[config.mk]
export PLATFORM = sky130hd
export DESIGN_NAME = thresh_evt_counter
export DESIGN_NICKNAME = d
export VERILOG_FILES = /design/src/rtl/tec_pkg.sv /design/src/rtl/tec_select.sv /design/src/rtl/tec_qualify.sv /design/src/rtl/tec_accum.sv /design/src/rtl/thresh_evt_counter.sv
export SDC_FILE = /design/constraint.sdc
export NUM_CORES = 1
export LEC_CHECK = 0
export BUFFER_PORTS_ARGS = -buffer_cell sky130_fd_sc_hd__buf_2
export CAP_MARGIN = 10
export CORE_UTILIZATION = 30
export CTS_CLUSTER_SIZE = 25
export DETAILED_ROUTE_END_ITERATION = 16
export PLACE_DENSITY_LB_ADDON = 0.3
export RECOVER_POWER = 25
export SLEW_MARGIN = 0
export SYNTH_ARGS = -nofsm -noshare
export SYNTH_HDL_FRONTEND = slang
export SYNTH_HIERARCHICAL = 1
export SYNTH_SLANG_ARGS = --single-unit
[constraint.sdc]
create_clock -name clk -period 5.9 [get_ports clk]
set_input_delay 0.295 -clock clk [delete_from_list [all_inputs] [get_ports clk]]
set_output_delay 0.295 -clock clk [all_outputs]
set_load 0.05 [all_outputs]
[src/rtl/tec_pkg.sv]
package tec_pkg;

  localparam logic [7:0] EV_LOOKUP = 8'h10;
  localparam logic [7:0] EV_OCC    = 8'h20;
  localparam logic [7:0] EV_ALLOC  = 8'h21;

  typedef struct packed {
    logic [7:0] thr;
    logic       inv;
    logic       en;
    logic       edg;
    logic [7:0] umask;
    logic [7:0] code;
  } tec_cfg_t;

  // Control word layout to fields.
  function automatic tec_cfg_t cfg_from_word(input logic [31:0] w);
    tec_cfg_t c;
    c.code  = w[7:0];
    c.umask = w[15:8];
    c.edg   = w[18];
    c.en    = w[22];
    c.inv   = w[23];
    c.thr   = w[31:24];
    return c;
  endfunction

  function automatic logic [31:0] word_from_cfg(input tec_cfg_t c);
    return {c.thr, c.inv, c.en, 3'b000, c.edg, 2'b00, c.umask, c.code};
  endfunction

  // Lookup lane match: state nibble AND kind nibble (bit 7 = any kind).
  function automatic logic lookup_hit(input logic [7:0] um,
                                      input logic [1:0] st,
                                      input logic [1:0] kd);
    logic [3:0] sg;
    logic [3:0] kg;
    sg = um[3:0];
    kg = um[7:4];
    return sg[st] & (kg[3] | kg[kd]);
  endfunction

endpackage

[src/rtl/tec_select.sv]
module tec_select
  import tec_pkg::*;
#(
  parameter int LANES   = 4,
  parameter int ALLOC_W = 4,
  parameter int OCC_W   = 6,
  parameter int EV_W    = 6,
  parameter int CTR_IDX = 0
) (
  input  tec_cfg_t             cfg,
  input  logic [LANES-1:0]     lk_vld,
  input  logic [2*LANES-1:0]   lk_state,
  input  logic [2*LANES-1:0]   lk_kind,
  input  logic [OCC_W-1:0]     trk_occ,
  input  logic [ALLOC_W-1:0]   trk_alloc,
  output logic [EV_W-1:0]      ev_n,
  output logic                 ev_valid
);

  localparam bit OCC_ALLOWED = (CTR_IDX == 0);

  function automatic logic [EV_W-1:0] ones_in(input logic [ALLOC_W-1:0] v);
    logic [EV_W-1:0] s;
    s = '0;
    for (int i = 0; i < ALLOC_W; i++) s = s + EV_W'(v[i]);
    return s;
  endfunction

  logic [LANES-1:0] lane_hit;
  logic [EV_W-1:0]  lookup_n;
  logic             groups_ok;

  for (genvar g = 0; g < LANES; g++) begin : g_lane
    assign lane_hit[g] = lk_vld[g] &
                         lookup_hit(cfg.umask, lk_state[2*g +: 2], lk_kind[2*g +: 2]);
  end

  always_comb begin
    lookup_n = '0;
    for (int i = 0; i < LANES; i++) lookup_n = lookup_n + EV_W'(lane_hit[i]);
  end

  assign groups_ok = (cfg.umask[3:0] != 4'h0) && (cfg.umask[7:4] != 4'h0);

  always_comb begin
    ev_n     = '0;
    ev_valid = 1'b0;
    unique case (cfg.code)
      EV_LOOKUP: begin
        ev_valid = groups_ok;
        ev_n     = lookup_n;
      end
      EV_OCC: begin
        ev_valid = OCC_ALLOWED;
        ev_n     = EV_W'(trk_occ);
      end
      EV_ALLOC: begin
        ev_valid = 1'b1;
        ev_n     = ones_in(trk_alloc);
      end
      default: ;
    endcase
  end

  // occupancy selection is refused away from index 0.
  always_comb begin
    if (cfg.code == EV_OCC && CTR_IDX != 0)
      a_r8_occ_idx0_only: assert (!ev_valid);
  end

  // a lookup selection with an empty mask nibble never validates.
  always_comb begin
    if (cfg.code == EV_LOOKUP && (cfg.umask[3:0] == 4'h0 || cfg.umask[7:4] == 4'h0))
      a_r7_empty_group: assert (!ev_valid);
  end

endmodule

[src/rtl/tec_qualify.sv]
module tec_qualify
  import tec_pkg::*;
#(
  parameter int EV_W = 6
) (
  input  logic            clk,
  input  logic            rst_n,
  input  tec_cfg_t        cfg,
  input  logic [EV_W-1:0] ev_n,
  input  logic            ev_valid,
  output logic [EV_W-1:0] inc,
  output logic            active
);

  localparam int CW = (EV_W > 8) ? EV_W : 8;

  // Threshold condition: nonzero count when thr==0, else (inverted) compare.
  function automatic logic qual_cond(input logic [EV_W-1:0] n,
                                     input logic [7:0] thr, input logic inv);
    logic ge;
    ge = CW'(n) >= CW'(thr);
    if (thr == 8'h00) return n != '0;
    return inv ? !ge : ge;
  endfunction

  logic cond;
  logic prev_q;
  logic rise;

  assign active = cfg.en & ev_valid;
  assign cond   = qual_cond(ev_n, cfg.thr, cfg.inv);
  assign rise   = cond & ~prev_q;

  always_comb begin
    if (!active)              inc = '0;
    else if (cfg.edg)         inc = EV_W'(rise);
    else if (cfg.thr == 8'h0) inc = ev_n;
    else                      inc = EV_W'(cond);
  end

  always_ff @(posedge clk or negedge rst_n) begin
    if (!rst_n) prev_q <= 1'b0;
    else        prev_q <= active & cond;
  end

  a_r3_single_step: assert property (@(posedge clk) disable iff (!rst_n)
    (cfg.thr != 8'h0 || cfg.edg) |-> (inc <= EV_W'(1)));

  a_r5_no_repeat: assert property (@(posedge clk) disable iff (!rst_n)
    (cfg.edg && inc != '0) |=> (!cfg.edg || inc == '0));

endmodule

[src/rtl/tec_accum.sv]
module tec_accum #(
  parameter int CTR_W = 48,
  parameter int EV_W  = 6
) (
  input  logic             clk,
  input  logic             rst_n,
  input  logic             wr,
  input  logic [CTR_W-1:0] wdata,
  input  logic             step_en,
  input  logic [EV_W-1:0]  inc,
  output logic [CTR_W-1:0] count
);

  localparam int PAD = CTR_W - EV_W;

  function automatic logic [CTR_W-1:0] wrap_add(input logic [CTR_W-1:0] a,
                                                input logic [EV_W-1:0] b);
    return a + {{PAD{1'b0}}, b};
  endfunction

  always_ff @(posedge clk or negedge rst_n) begin
    if (!rst_n)       count <= '0;
    else if (wr)      count <= wdata;
    else if (step_en) count <= wrap_add(count, inc);
  end

  a_r12_load_wins: assert property (@(posedge clk) disable iff (!rst_n)
    wr |=> (count == $past(wdata)));

  a_r11_bounded_step: assert property (@(posedge clk) disable iff (!rst_n)
    (!wr && !step_en) |=> $stable(count));

endmodule

[src/rtl/thresh_evt_counter.sv]
module thresh_evt_counter
  import tec_pkg::*;
#(
  parameter int LANES   = 4,
  parameter int ALLOC_W = 4,
  parameter int OCC_W   = 6,
  parameter int CTR_W   = 48,
  parameter int CTR_IDX = 0
) (
  input  logic                 clk,
  input  logic                 rst_n,
  input  logic                 cfg_wr,
  input  logic [31:0]          cfg_wdata,
  output logic [31:0]          cfg_rdata,
  input  logic                 cnt_wr,
  input  logic [CTR_W-1:0]     cnt_wdata,
  output logic [CTR_W-1:0]     cnt_rdata,
  input  logic [LANES-1:0]     lk_vld,
  input  logic [2*LANES-1:0]   lk_state,
  input  logic [2*LANES-1:0]   lk_kind,
  input  logic [OCC_W-1:0]     trk_occ,
  input  logic [ALLOC_W-1:0]   trk_alloc
);

  localparam int MAXL = (LANES > ALLOC_W) ? LANES : ALLOC_W;
  localparam int LW   = $clog2(MAXL + 1);
  localparam int EV_W = (OCC_W > LW) ? OCC_W : LW;

  tec_cfg_t        cfg_q;
  logic [EV_W-1:0] ev_n;
  logic            ev_valid;
  logic [EV_W-1:0] inc;
  logic            active;

  always_ff @(posedge clk or negedge rst_n) begin
    if (!rst_n)      cfg_q <= '0;
    else if (cfg_wr) cfg_q <= cfg_from_word(cfg_wdata);
  end

  assign cfg_rdata = word_from_cfg(cfg_q);

  tec_select #(
    .LANES(LANES), .ALLOC_W(ALLOC_W), .OCC_W(OCC_W), .EV_W(EV_W), .CTR_IDX(CTR_IDX)
  ) u_sel (
    .cfg(cfg_q), .lk_vld(lk_vld), .lk_state(lk_state), .lk_kind(lk_kind),
    .trk_occ(trk_occ), .trk_alloc(trk_alloc), .ev_n(ev_n), .ev_valid(ev_valid)
  );

  tec_qualify #(.EV_W(EV_W)) u_qual (
    .clk(clk), .rst_n(rst_n), .cfg(cfg_q), .ev_n(ev_n), .ev_valid(ev_valid),
    .inc(inc), .active(active)
  );

  tec_accum #(.CTR_W(CTR_W), .EV_W(EV_W)) u_acc (
    .clk(clk), .rst_n(rst_n), .wr(cnt_wr), .wdata(cnt_wdata),
    .step_en(active), .inc(inc), .count(cnt_rdata)
  );

  a_r2_disabled_hold: assert property (@(posedge clk) disable iff (!rst_n)
    (!cnt_wr && !cfg_q.en) |=> $stable(cnt_rdata));

  a_r10_unknown_code: assert property (@(posedge clk) disable iff (!rst_n)
    (!cnt_wr && cfg_q.code != EV_LOOKUP && cfg_q.code != EV_OCC && cfg_q.code != EV_ALLOC)
    |=> $stable(cnt_rdata));

endmodule

Word-level counts from Yosys, hierarchy flattened
Index checks and enable logic that the tools add are counted.

word-level totals
  bits of input ports = 114
  bits in registers = 76

operators by class
  reduce and logical (&&, ||, !) cells = 8
  bitwise operators = 16
  $add $sub $neg = 7
  muxes and demuxes = 27
  order comparisons = 9
  equality and inequality tests = 3

operators with widths
  kind                                                        count
  two-way mux 48 bit                                          2
  adder 48 x 6 -> 48 bit                                      1
  adder 6 x 1 -> 6 bit                                        4
  less-than comparator 2 x 3 -> 1 bit, second input constant  8
  two-way mux 6 bit                                           3
  case mux 6 bit (3 select lines)                             1
  binary-select mux 1 bit (select 2 bit)                      8
  equality test 8 x 6 -> 1 bit, second input constant         2
  two-way mux 1 bit                                           12
  bitwise AND 1 bit                                           11
  equality test 8 x 5 -> 1 bit, second input constant         1
  >= comparator 6 x 8 -> 1 bit                                1
  logical NOT 8 bit                                           1
  nonzero test 4 bit                                          2
  nonzero test 6 bit                                          1
  adder 1 x 1 -> 2 bit                                        2
  OR 1 bit                                                    4
  case mux 1 bit (2 select lines)                             1
  nonzero test 2 bit                                          1
  OR reduction 2 bit                                          1
  logical AND 1 bit                                           1
  logical NOT 1 bit                                           1
  NOT 1 bit                                                   1

Logic depth before layout (Yosys ltp)
Gate-level depths: netlist of the first run.

  word-level depth = 19
  gate-level depth with buffers = 22
  mapped depth without buffers = 21

Cells and area by module
Netlist of the first run, hierarchy kept.

modules (own cells, without submodules)
  module              times used  cells each  sequential area each (sq um)  area each (sq um)
  tec_accum           1           347         1201.2                        3155.5
  thresh_evt_counter  1           63          675.6                         1147.4
  tec_select          1           48          0.0                           488.0
  tec_qualify         1           49          25.0                          359.1

Worst setup path after synthesis of the first run
OpenSTA, ideal clock, no wires.

  path kind = flip-flop to flip-flop
  start point = register cfg_q (netlist bit cfg_rdata[11])
  end point = register u_acc.count[42]
  setup slack = 0.611 ns
  cell stages (with the launch flop) = 21
  arrival time = 5.207 ns
  setup time = 0.082 ns
  buffers on the path = 1
  required time = 5.818 ns
  period minus slack after synthesis = 5.289 ns
  cell sequence = dfrtp_1 > mux4_2 > o211a_1 > fa_1 > ha_1 > ha_1 > a22oi_1 > nor2_1 > ha_1 > a21oi_1 > nor2_1 > o2111a_2 > a2111oi_2 > ha_1 > fa_1 > a21o_1 > a221o_1 > buf_6 > nand3_1 > or4_1 > a31oi_1

between the ends
  longest elaborated chain between the ends = 18
  elaborated cells on any way between the ends = 38

ends and longest elaborated chain
  item                                                           RTL line                              text
  from (decl)                                                    thresh_evt_counter.sv:29              tec_cfg_t cfg_q;
  from (signal assigned)                                         thresh_evt_counter.sv:37              else if (cfg_wr) cfg_q <= cfg_from_word(cfg_wdata);
  binary-select mux 1 bit (select 2 bit)                         tec_pkg.sv:40                         return sg[st] & (kg[3] | kg[kd]);
  two-way mux 1 bit (not written as such)                        tec_pkg.sv:40
  bitwise AND 1 bit                                              tec_pkg.sv:40
  bitwise AND 1 bit                                              tec_select.sv:34                      assign lane_hit[g] = lk_vld[g] &
  adder 1 x 1 -> 2 bit                                           tec_select.sv:40                      for (int i = 0; i < LANES; i++) lookup_n = lookup_n + EV_W'(lane_hit[i]);
  adder 6 x 1 -> 6 bit                                           tec_select.sv:40
  adder 6 x 1 -> 6 bit (*)                                       tec_select.sv:40
  case mux 6 bit (3 select lines) (*)                            tec_select.sv:48                      unique case (cfg.code)
  via ev_n[1]                                                    thresh_evt_counter.sv:30              logic [EV_W-1:0] ev_n;
  (+3 left out)                                                  n/a
  two-way mux 1 bit (*)                                          tec_qualify.sv:23                     return inv ? !ge : ge;
  two-way mux 6 bit / bitwise AND 1 bit (equally long branches)  tec_qualify.sv:37, tec_qualify.sv:32
  two-way mux 6 bit (*)                                          tec_qualify.sv:36                     else if (cfg.edg) inc = EV_W'(rise);
  two-way mux 6 bit (*)                                          tec_qualify.sv:35                     if (!active) inc = '0;
  via inc[0]                                                     thresh_evt_counter.sv:32              logic [EV_W-1:0] inc;
  adder 48 x 6 -> 48 bit (*)                                     tec_accum.sv:18                       return a + {{PAD{1'b0}}, b};
  two-way mux 48 bit (*)                                         tec_accum.sv:24                       else if (step_en) count <= wrap_add(count, inc);
  two-way mux 48 bit (*)                                         tec_accum.sv:23                       else if (wr) count <= wdata;
  to (signal assigned)                                           tec_accum.sv:23
  to (signal assigned)                                           tec_accum.sv:24
  to (decl)                                                      tec_accum.sv:11                       output logic [CTR_W-1:0] count

The timed path passes the listed nets; every way through them passes the cells marked *. The select of a mux whose other input is x is not followed.
A chain may end at the register's enable or synchronous reset.

Final worst setup path of the first run
  start point = register cfg_q (netlist bit cfg_rdata[10])
  end point = register u_acc.count[44]

between the ends
  longest elaborated chain between the ends = 18
  elaborated cells on any way between the ends = 38

ends and longest elaborated chain
  item                                                           RTL line
  binary-select mux 1 bit (select 2 bit)                         tec_pkg.sv:40
  two-way mux 1 bit (not written as such)                        tec_pkg.sv:40
  bitwise AND 1 bit                                              tec_pkg.sv:40
  bitwise AND 1 bit                                              tec_select.sv:34
  adder 1 x 1 -> 2 bit                                           tec_select.sv:40
  adder 6 x 1 -> 6 bit                                           tec_select.sv:40
  adder 6 x 1 -> 6 bit (*)                                       tec_select.sv:40
  case mux 6 bit (3 select lines) (*)                            tec_select.sv:48
  via ev_n[0]                                                    thresh_evt_counter.sv:30
  (+2 left out)                                                  n/a
  two-way mux 1 bit (2 in a row)                                 tec_qualify.sv:23
  two-way mux 6 bit / bitwise AND 1 bit (equally long branches)  tec_qualify.sv:37, tec_qualify.sv:32
  two-way mux 6 bit (*)                                          tec_qualify.sv:36
  two-way mux 6 bit (*)                                          tec_qualify.sv:35
  via inc[0]                                                     thresh_evt_counter.sv:32
  adder 48 x 6 -> 48 bit (*)                                     tec_accum.sv:18
  two-way mux 48 bit (*)                                         tec_accum.sv:24
  two-way mux 48 bit (*)                                         tec_accum.sv:23

Marks and branches as above.

==> results of run 1 <==
## layout make-up
cell class	count	area, um^2
sequential	76	1900
clock buffer	10	229
fill	1748	10200
tap	220	275
timing repair buffer	191	976
clock inverter	6	111
multi-input combinational	395	2960
inverter	12	45.0
## how the worst max path moves through the flow
stage	cells past startpoint	end	startpoint	slack, ps
floorplan	20	u_acc/count[42]$_DFFE_PN0P_	cfg_rdata[11]$_DFFE_PN0P_	610
global placement	20	u_acc/count[44]$_DFFE_PN0P_	cfg_rdata[10]$_DFFE_PN0P_	340
detailed placement	20	u_acc/count[44]$_DFFE_PN0P_	cfg_rdata[11]$_DFFE_PN0P_	340
CTS	20	u_acc/count[44]$_DFFE_PN0P_	cfg_rdata[10]$_DFFE_PN0P_	290
global route	20	u_acc/count[44]$_DFFE_PN0P_	cfg_rdata[11]$_DFFE_PN0P_	80
finish	20	u_acc/count[44]$_DFFE_PN0P_	cfg_rdata[10]$_DFFE_PN0P_	390
## sequential cells by signal (all words and copies together) (netlist names)
| register | cells |
|---|---|
| cfg_rdata | 27 |
| u_acc/count | 48 |
| u_qual/prev_q | 1 |
## cells in the mapped netlist, drive strengths merged (2+ instances only)
cell,instances
nor3b,3
a21o,3
a221o,2
fa,3
o2111a,2
nor2,32
o41ai,2
mux2,35
or3,4
nand2,40
a2111oi,3
and2,11
a31oi,15
or4,10
o31ai,10
clkbuf,7
nand2b,3
xnor2,16
xor2,11
buf,21
dfrtp,76
and4,9
and3,5
o211ai,2
nand3b,4
o21ai,35
nand3,26
a22oi,4
mux4,4
ha,16
mux2i,8
nand4,22
nor3,6
a21oi,13
a211oi,4
o31a,2
o211a,4
inv,12
nor4,10
## logic make-up (layout without fill, tap and decap cells)
kind of cell | count (synthesis) | after routing | share of synthesized area (%)
AND/OR/NAND/NOR | 189 | 189 | 21.8
AO/OA/AOI/OAI | 108 | 108 | 14.5
flip-flops | 76 | 76 | 36.9
multiplexers | 47 | 47 | 12.4
buffers and inverters | 40 | 219 | 4.59
XOR/XNOR | 27 | 27 | 4.59
adder cells (fa/ha/maj) | 19 | 19 | 5.05
other | 1 | 5 | 0.0728
## worst reg2reg max path: stages (launching register included)
cell and delay, ps:
dfrtp_1 450, mux4_2 490, o211a_1 160, fa_1 480, ha_1 300, a22oi_1 80, nor2_1 240, inv_1 70
ha_1 290, nand2b_1 150, a21oi_1 180, nor2_1 70, o2111a_2 270, a2111oi_2 340, ha_1 240, fa_1 210
a21o_1 180, a221o_2 260, nand4_2 240, or4_1 560, a31oi_1 180
## report_power, final
| part | internal (uW) | switching [uW] |
|---|---|---|
| Combinational | 136 | 297 |
| Sequential | 570 | 69.4 |
| Clock | 414 | 234 |
| Total | 1120 | 601 |
## cells in the final DEF (no fill, tap or decap), types with 9 or more instances in the layout
| master | count |
|---|---|
| o21ai_0 | 35 |
| nand2_1 | 40 |
| o31ai_1 | 10 |
| inv_1 | 12 |
| clkbuf_16 | 9 |
| mux2_1 | 19 |
| ha_1 | 16 |
| xor2_1 | 11 |
| mux2_2 | 15 |
| xnor2_1 | 16 |
| a21oi_1 | 13 |
| a31oi_1 | 15 |
| nand3_1 | 24 |
| and2_1 | 11 |
| buf_2 | 181 |
| dfrtp_1 | 76 |
| or4_1 | 10 |
| nor2_1 | 31 |
| nand4_1 | 20 |
## layer usage
layer | up-vias | global-route usage [%]
li1 | 2270 | -
met1 | 2214 | 23.9
met2 | 133 | 25.7
met3 | 16 | 3.56
met4 | 0 | 6.00
met5 | - | 0
## per-stage QoR
step	total power (uW)	instances	setup WS (ps)	hold WS, ps
3_5_place_dp	1100	893	336	274
4_1_cts	1750	910	291	141
6_report	1720	910	389	156
2_1_floorplan	958	511	611	-0.591
5_1_grt	1800	910	82.5	157
3_3_place_gp	1090	893	344	276
## repair_timing
action,in CTS,in global routing
gates resized for setup,0,1
endpoints found under the hold margin,31,0
hold buffers,1,0
endpoints found under the setup margin,0,1
==> flow_summary.json, run 1 <==
{
  "status": "finished with violations",
  "violations": "max-capacitance violations, max-slew violations",
  "tns_ps": 0,
  "diodes": 0,
  "place_congestion": 0.825,
  "top_layer": "met4",
  "rsz0062_at_grt": "no",
  "startpoint_type": "register",
  "clockRootBuffer": "clkbuf_16",
  "core_mm2": 0.0167,
  "clock_path_buffers": 2,
  "dieArea_mm2": 0.0177,
  "syn2layout_area_growth_pct": 26.1,
  "final-hold-violation-count": 0,
  "cts_num_sinks": 76,
  "critPathMaxFanout": 7,
  "power.leakage_uw": 0.00286,
  "first_global_vias": 4419,
  "worstSetupEndpointType": "register",
  "met1_length_um": 7160,
  "synth-main-ff-cell": "dfrtp_1",
  "io_buffer_count": 183,
  "drive_gt1_share_pct": 35.2,
  "rr_startpoint": "cfg_rdata[10]$_DFFE_PN0P_",
  "wl_met3_um": 797,
  "nNetsFinal": 818,
  "synth_top_cell_by_area": "dfrtp_1",
  "slowest_delay_ps": 560,
  "grt_antenna_before_repair": 0,
  "tightest_slew_ps": 1860,
  "synthTopCellsByArea": "dfrtp_1 37%, mux2_4 5.8%, ha_1 3.9%",
  "drtIter0Drc": 235,
  "wl_per_cell_um": 16.3,
  "hp-class": "input port to register",
  "first_pass_iters": 4,
  "reg2regPathDepth": 20,
  "grt_overflow": 0,
  "hold_end": "u_acc/count[18]$_DFFE_PN0P_",
  "crit_buf_inv": 1,
  "min_from": "cnt_wdata[18]",
  "dpl_cell_area_mm2": 0.00622,
  "critPathMostFrequentCell": "ha_1",
  "grt_pass1_wl_um": 23400,
  "grt_start_max_net_pins": 57,
  "fmax_mhz": 181,
  "critical_path_arrival_ps": 5780,
  "skew_ps": 7.15,
  "clk-insertion-delay-late_ps": 350,
  "cts_buffers": 9,
  "fin_crit_sh_pct": 93.4,
  "pin_count": 194,
  "yosysSeqAreaShare_pct": 36.9,
  "synth_top_area_share_pct": 36.9,
  "htreeDepth": 3,
  "utilization_pct": 38.9,
  "vias_per_cell": 5.09,
  "whs_path_depth": 3,
  "required_ps": 6170,
  "vias": 4633,
  "period_minus_slack_ps": 5510,
  "synth_edf_count": 0,
  "maxCapViolCount": 2,
  "track_usage_pct": 17.0,
  "avgSynthCellArea_um2": 10.2,
  "drv_slew": 61,
  "synth_area_mm2": 0.00515,
  "fp.dieW_um": 133,
  "postRouteWirelength_um": 14800,
  "r2r-end": "u_acc/count[44]$_DFFE_PN0P_",
  "cp_top_family": "compound AO/OA/AOI/OAI gates",
  "rows": 47,
  "setup_viol": 0,
  "async_reset_ff_share_pct": 100,
  "relSlewSlack_pct": -24.1,
  "synth_cell_types": 70,
  "route.detailed.drc": 0,
  "die_h_um": 133,
  "crit_slowest_cell": "or4_1",
  "worstSetupPathType": "register to register",
  "ys_seq_elements": 76,
  "dpl.hpwl_um": 11200,
  "dr_wl_met2_um": 6630,
  "tritoncts": "done",
  "ys_warn_count": 6,
  "power_density_mw_per_mm2": 265,
  "synthCells": 507,
  "ir_drop_uv": 137,
  "ant_nets": 0,
  "finalInstanceArea_mm2": 0.00649,
  "r2r_slack_ps": 390,
  "cts_setup_buffers": 0,
  "crit_chain": "mux4_2, o211a_1, fa_1, ha_1, a22oi_1, nor2_1, inv_1, ha_1, nand2b_1, a21oi_1, nor2_1, o2111a_2, a2111oi_2, ha_1, fa_1, a21o_1, a221o_2, nand4_2, or4_1, a31oi_1",
  "start_util_pct": 30.8,
  "clk_pin_slew_ps": 60
}
(Power assumes the default switching activity.)
==> inputs of run 2 (changes only) <==
--- a/config.mk
+++ b/config.mk
@@ -15,5 +15,4 @@
 export SLEW_MARGIN = 0
 export SYNTH_ARGS = -nofsm -noshare
 export SYNTH_HDL_FRONTEND = slang
-export SYNTH_HIERARCHICAL = 1
 export SYNTH_SLANG_ARGS = --single-unit
==> flow_summary.json, run 2 <==
{
  "synth_top_area_share_pct": 37.2,
  "relSlewSlack_pct": -188,
  "first_global_vias": 4781,
  "grt_antenna_before_repair": 1,
  "clk-insertion-delay-late_ps": 330,
  "clkPwrFrac_pct": 31.7,
  "drtIter0Drc": 242,
  "synthCells": 549,
  "required_ps": 6170,
  "place_congestion": 0.773,
  "top_register": "u_acc.count",
  "place_ws_ps": 76.4,
  "tightest_slew_ps": 4320,
  "drive_gt1_share_pct": 35.1,
  "whs_path_depth": 3,
  "mostFrequentLayoutCell": "buf_2",
  "vias_per_cell": 5.05,
  "vias": 4822,
  "wl_per_cell_um": 15.4,
  "slowest_delay_ps": 570,
  "final_cell_mix": "180 x buf_2, 76 x dfrtp_1, 70 x nand2_1, 34 x o21ai_0",
  "yosysMostFrequentCell": "dfrtp_1",
  "ant_nets": 0,
  "nFillCells": 1725,
  "start_util_pct": 30.8,
  "power_density_mw_per_mm2": 257,
  "htreeDepth": 3,
  "tritoncts": "done",
  "power.share.switching_pct": 37.8,
  "p_seq_share_pct": 38.1,
  "postRouteWirelength_um": 14700,
  "clock_path_buffers": 2,
  "violations": "max-capacitance violations, max-slew violations",
  "crit_chain": "mux4_2, o211a_1, ha_1, fa_1, and4_1, o21ai_1, ha_1, nand2b_1, a21o_1, o2111ai_1, nand2_1, a211oi_2, ha_2, fa_1, a211oi_2, o21bai_1, a21oi_2, buf_12, or4b_4, or4_1, nand3_1",
  "ir_drop_uv": 136,
  "synth_edf_count": 0,
  "skew_ps": 8.24,
  "fin_crit_sh_pct": 93.7,
  "io_buffer_count": 183,
  "die_h_um": 133,
  "postCtsHoldBufs": 0,
  "track_usage_pct": 17.3,
  "ys_seq_elements": 76,
  "route.detailed.drc": 0,
  "fp.dieW_um": 133,
  "nNetsFinal": 861,
  "final-hold-violation-count": 0,
  "synth_commonest_cells": "76 x dfrtp_1, 70 x nand2_1, 35 x o21ai_0",
  "largest_reg_flops": 48,
  "setup_viol": 0,
  "cts_buffers": 9,
  "avgSynthCellArea_um2": 9.31,
  "synth_area_mm2": 0.00511,
  "crit_buf_inv": 1,
  "hp-class": "input port to register",
  "drv_slew": 111,
  "cts_num_sinks": 76,
  "grt_overflow": 0,
  "combPwrFrac_pct": 30.2,
  "clk_pin_slew_ps": 60,
  "critPathMaxFanout": 12,
  "cp_top_family": "simple AND/OR/NAND/NOR gates",
  "synth_top_cell_by_area": "dfrtp_1",
  "worstSetupEndpointType": "register",
  "dieArea_mm2": 0.0176,
  "core_mm2": 0.0166,
  "startpoint_type": "register",
  "clockRootBuffer": "clkbuf_16",
  "crit_slowest_cell": "or4b_4",
  "internal-power_uw": 1060,
  "rows": 47,
  "critical_path_arrival_ps": 5800,
  "period_minus_slack_ps": 5530,
  "r2r_slack_ps": 370,
  "pin_count": 194,
  "status": "finished with violations",
  "setup_ws_ps": 370,
  "maxCapViolCount": 2,
  "fmax_mhz": 181,
  "async_reset_ff_share_pct": 100,
  "total_power_uw": 1700,
  "first_pass_iters": 4,
  "dpl.hpwl_um": 10800,
  "syn2layout_area_growth_pct": 29.5,
  "reg2regPathDepth": 21,
  "hold_end": "u_acc.count[10]$_DFFE_PN0P_",
  "synthTopCellsByArea": "dfrtp_1 37%, mux2_2 5.3%, nand2_1 5.1%",
  "synth_cell_types": 62,
  "min_from": "cnt_wdata[10]",
  "power.leakage_uw": 0.00294,
  "ys_warn_count": 0,
  "grt_start_max_net_pins": 123,
  "r2r-end": "u_acc.count[42]$_DFFE_PN0P_",
  "synth-main-ff-cell": "dfrtp_1",
  "grt_pass1_wl_um": 24300,
  "rr_startpoint": "cfg_rdata[8]$_DFFE_PN0P_",
  "yosysSeqAreaShare_pct": 37.2,
  "worstSetupPathType": "register to register",
  "power.switching_uw": 642
}
run 2: timing repair:
item	CTS	global route
buffers inserted	0	0
resized for setup	0	8
endpoints found under the setup margin	0	27
run 2: worst reg2reg max path, stage by stage (launching register included):
cell and delay, ps:
dfrtp_1 410, mux4_2 480, o211a_1 140, ha_1 310
fa_1 490, and4_1 190, o21ai_1 190, ha_1 260
nand2b_1 140, a21o_1 190, o2111ai_1 190, nand2_1 140
a211oi_2 210, ha_2 230, fa_1 220, a211oi_2 90
o21bai_1 190, a21oi_2 90, buf_12 150, or4b_4 580
or4_1 530, nand3_1 70
run 2: stage by stage:
stage	TNS, ps	hold slack (ps)	instances	area, um^2	utilization [%]
2_1_floorplan	0	-0.591	553	5120	-
3_3_place_gp	0	503	938	6300	38.0
3_5_place_dp	0	506	938	6300	38.0
4_1_cts	0	150	954	6590	39.7
5_1_grt	-5.76	167	955	6620	39.9
6_report	0	164	955	6620	39.9
run 2: cell type report:
type	count	area [um^2]	share of cell area [%]
Clock inverter	3	20.0	0.302
Sequential cell	76	1900	28.7
Timing Repair Buffer	195	1030	15.6
Tap cell	220	275	4.16
Multi-Input combinational cell	435	3070	46.4
Inverter	12	45.0	0.681
Antenna cell	1	2.50	0.0378
Clock buffer	13	270	4.08
run 2: kinds of logic (layout without fill, tap and decap cells):
group / Yosys count / after routing / synth area share [%]
other: 1 / 6 / 0.0734
muxes: 52 / 52 / 11.8
DFF: 76 / 76 / 37.2
xor gates and xnor gates: 17 / 17 / 2.91
AOI/OAI and AO/OA: 96 / 96 / 12.5
buffers and inverters: 42 / 223 / 3.75
adders and majority gates: 18 / 18 / 4.85
and+or+nand+nor: 247 / 247 / 27.0
run 2: worst max path at each step:
stage,from,end,depth (start not counted)
after global routing,cfg_rdata[8]$_DFFE_PN0P_,u_acc.count[34]$_DFFE_PN0P_,23
final,cfg_rdata[8]$_DFFE_PN0P_,u_acc.count[42]$_DFFE_PN0P_,21
after floorplan,cfg_rdata[11]$_DFFE_PN0P_,u_acc.count[38]$_DFFE_PN0P_,21
after CTS,cfg_rdata[8]$_DFFE_PN0P_,u_acc.count[34]$_DFFE_PN0P_,23
after global placement,lk_state[1],u_acc.count[34]$_DFFE_PN0P_,24
after detailed placement,lk_state[1],u_acc.count[34]$_DFFE_PN0P_,24
run 2: per-layer routing:
metal	vias up	wire length (um)	track usage, %	part of all wire [%]
met4	0	240	6.32	1.6
met2	106	7230	29.5	49
met1	2313	6740	22.4	46
met5	-	0	0	0
li1	2389	-	-	-
met3	14	486	1.99	3.3
run 2: power groups by stage:
stage	combinational (uW)	clock (uW)	sequential, uW
finish	513	538	647
global placement	512	0	655
CTS	516	560	647
global route	552	580	658
floorplan	179	0	831
detailed placement	515	0	656
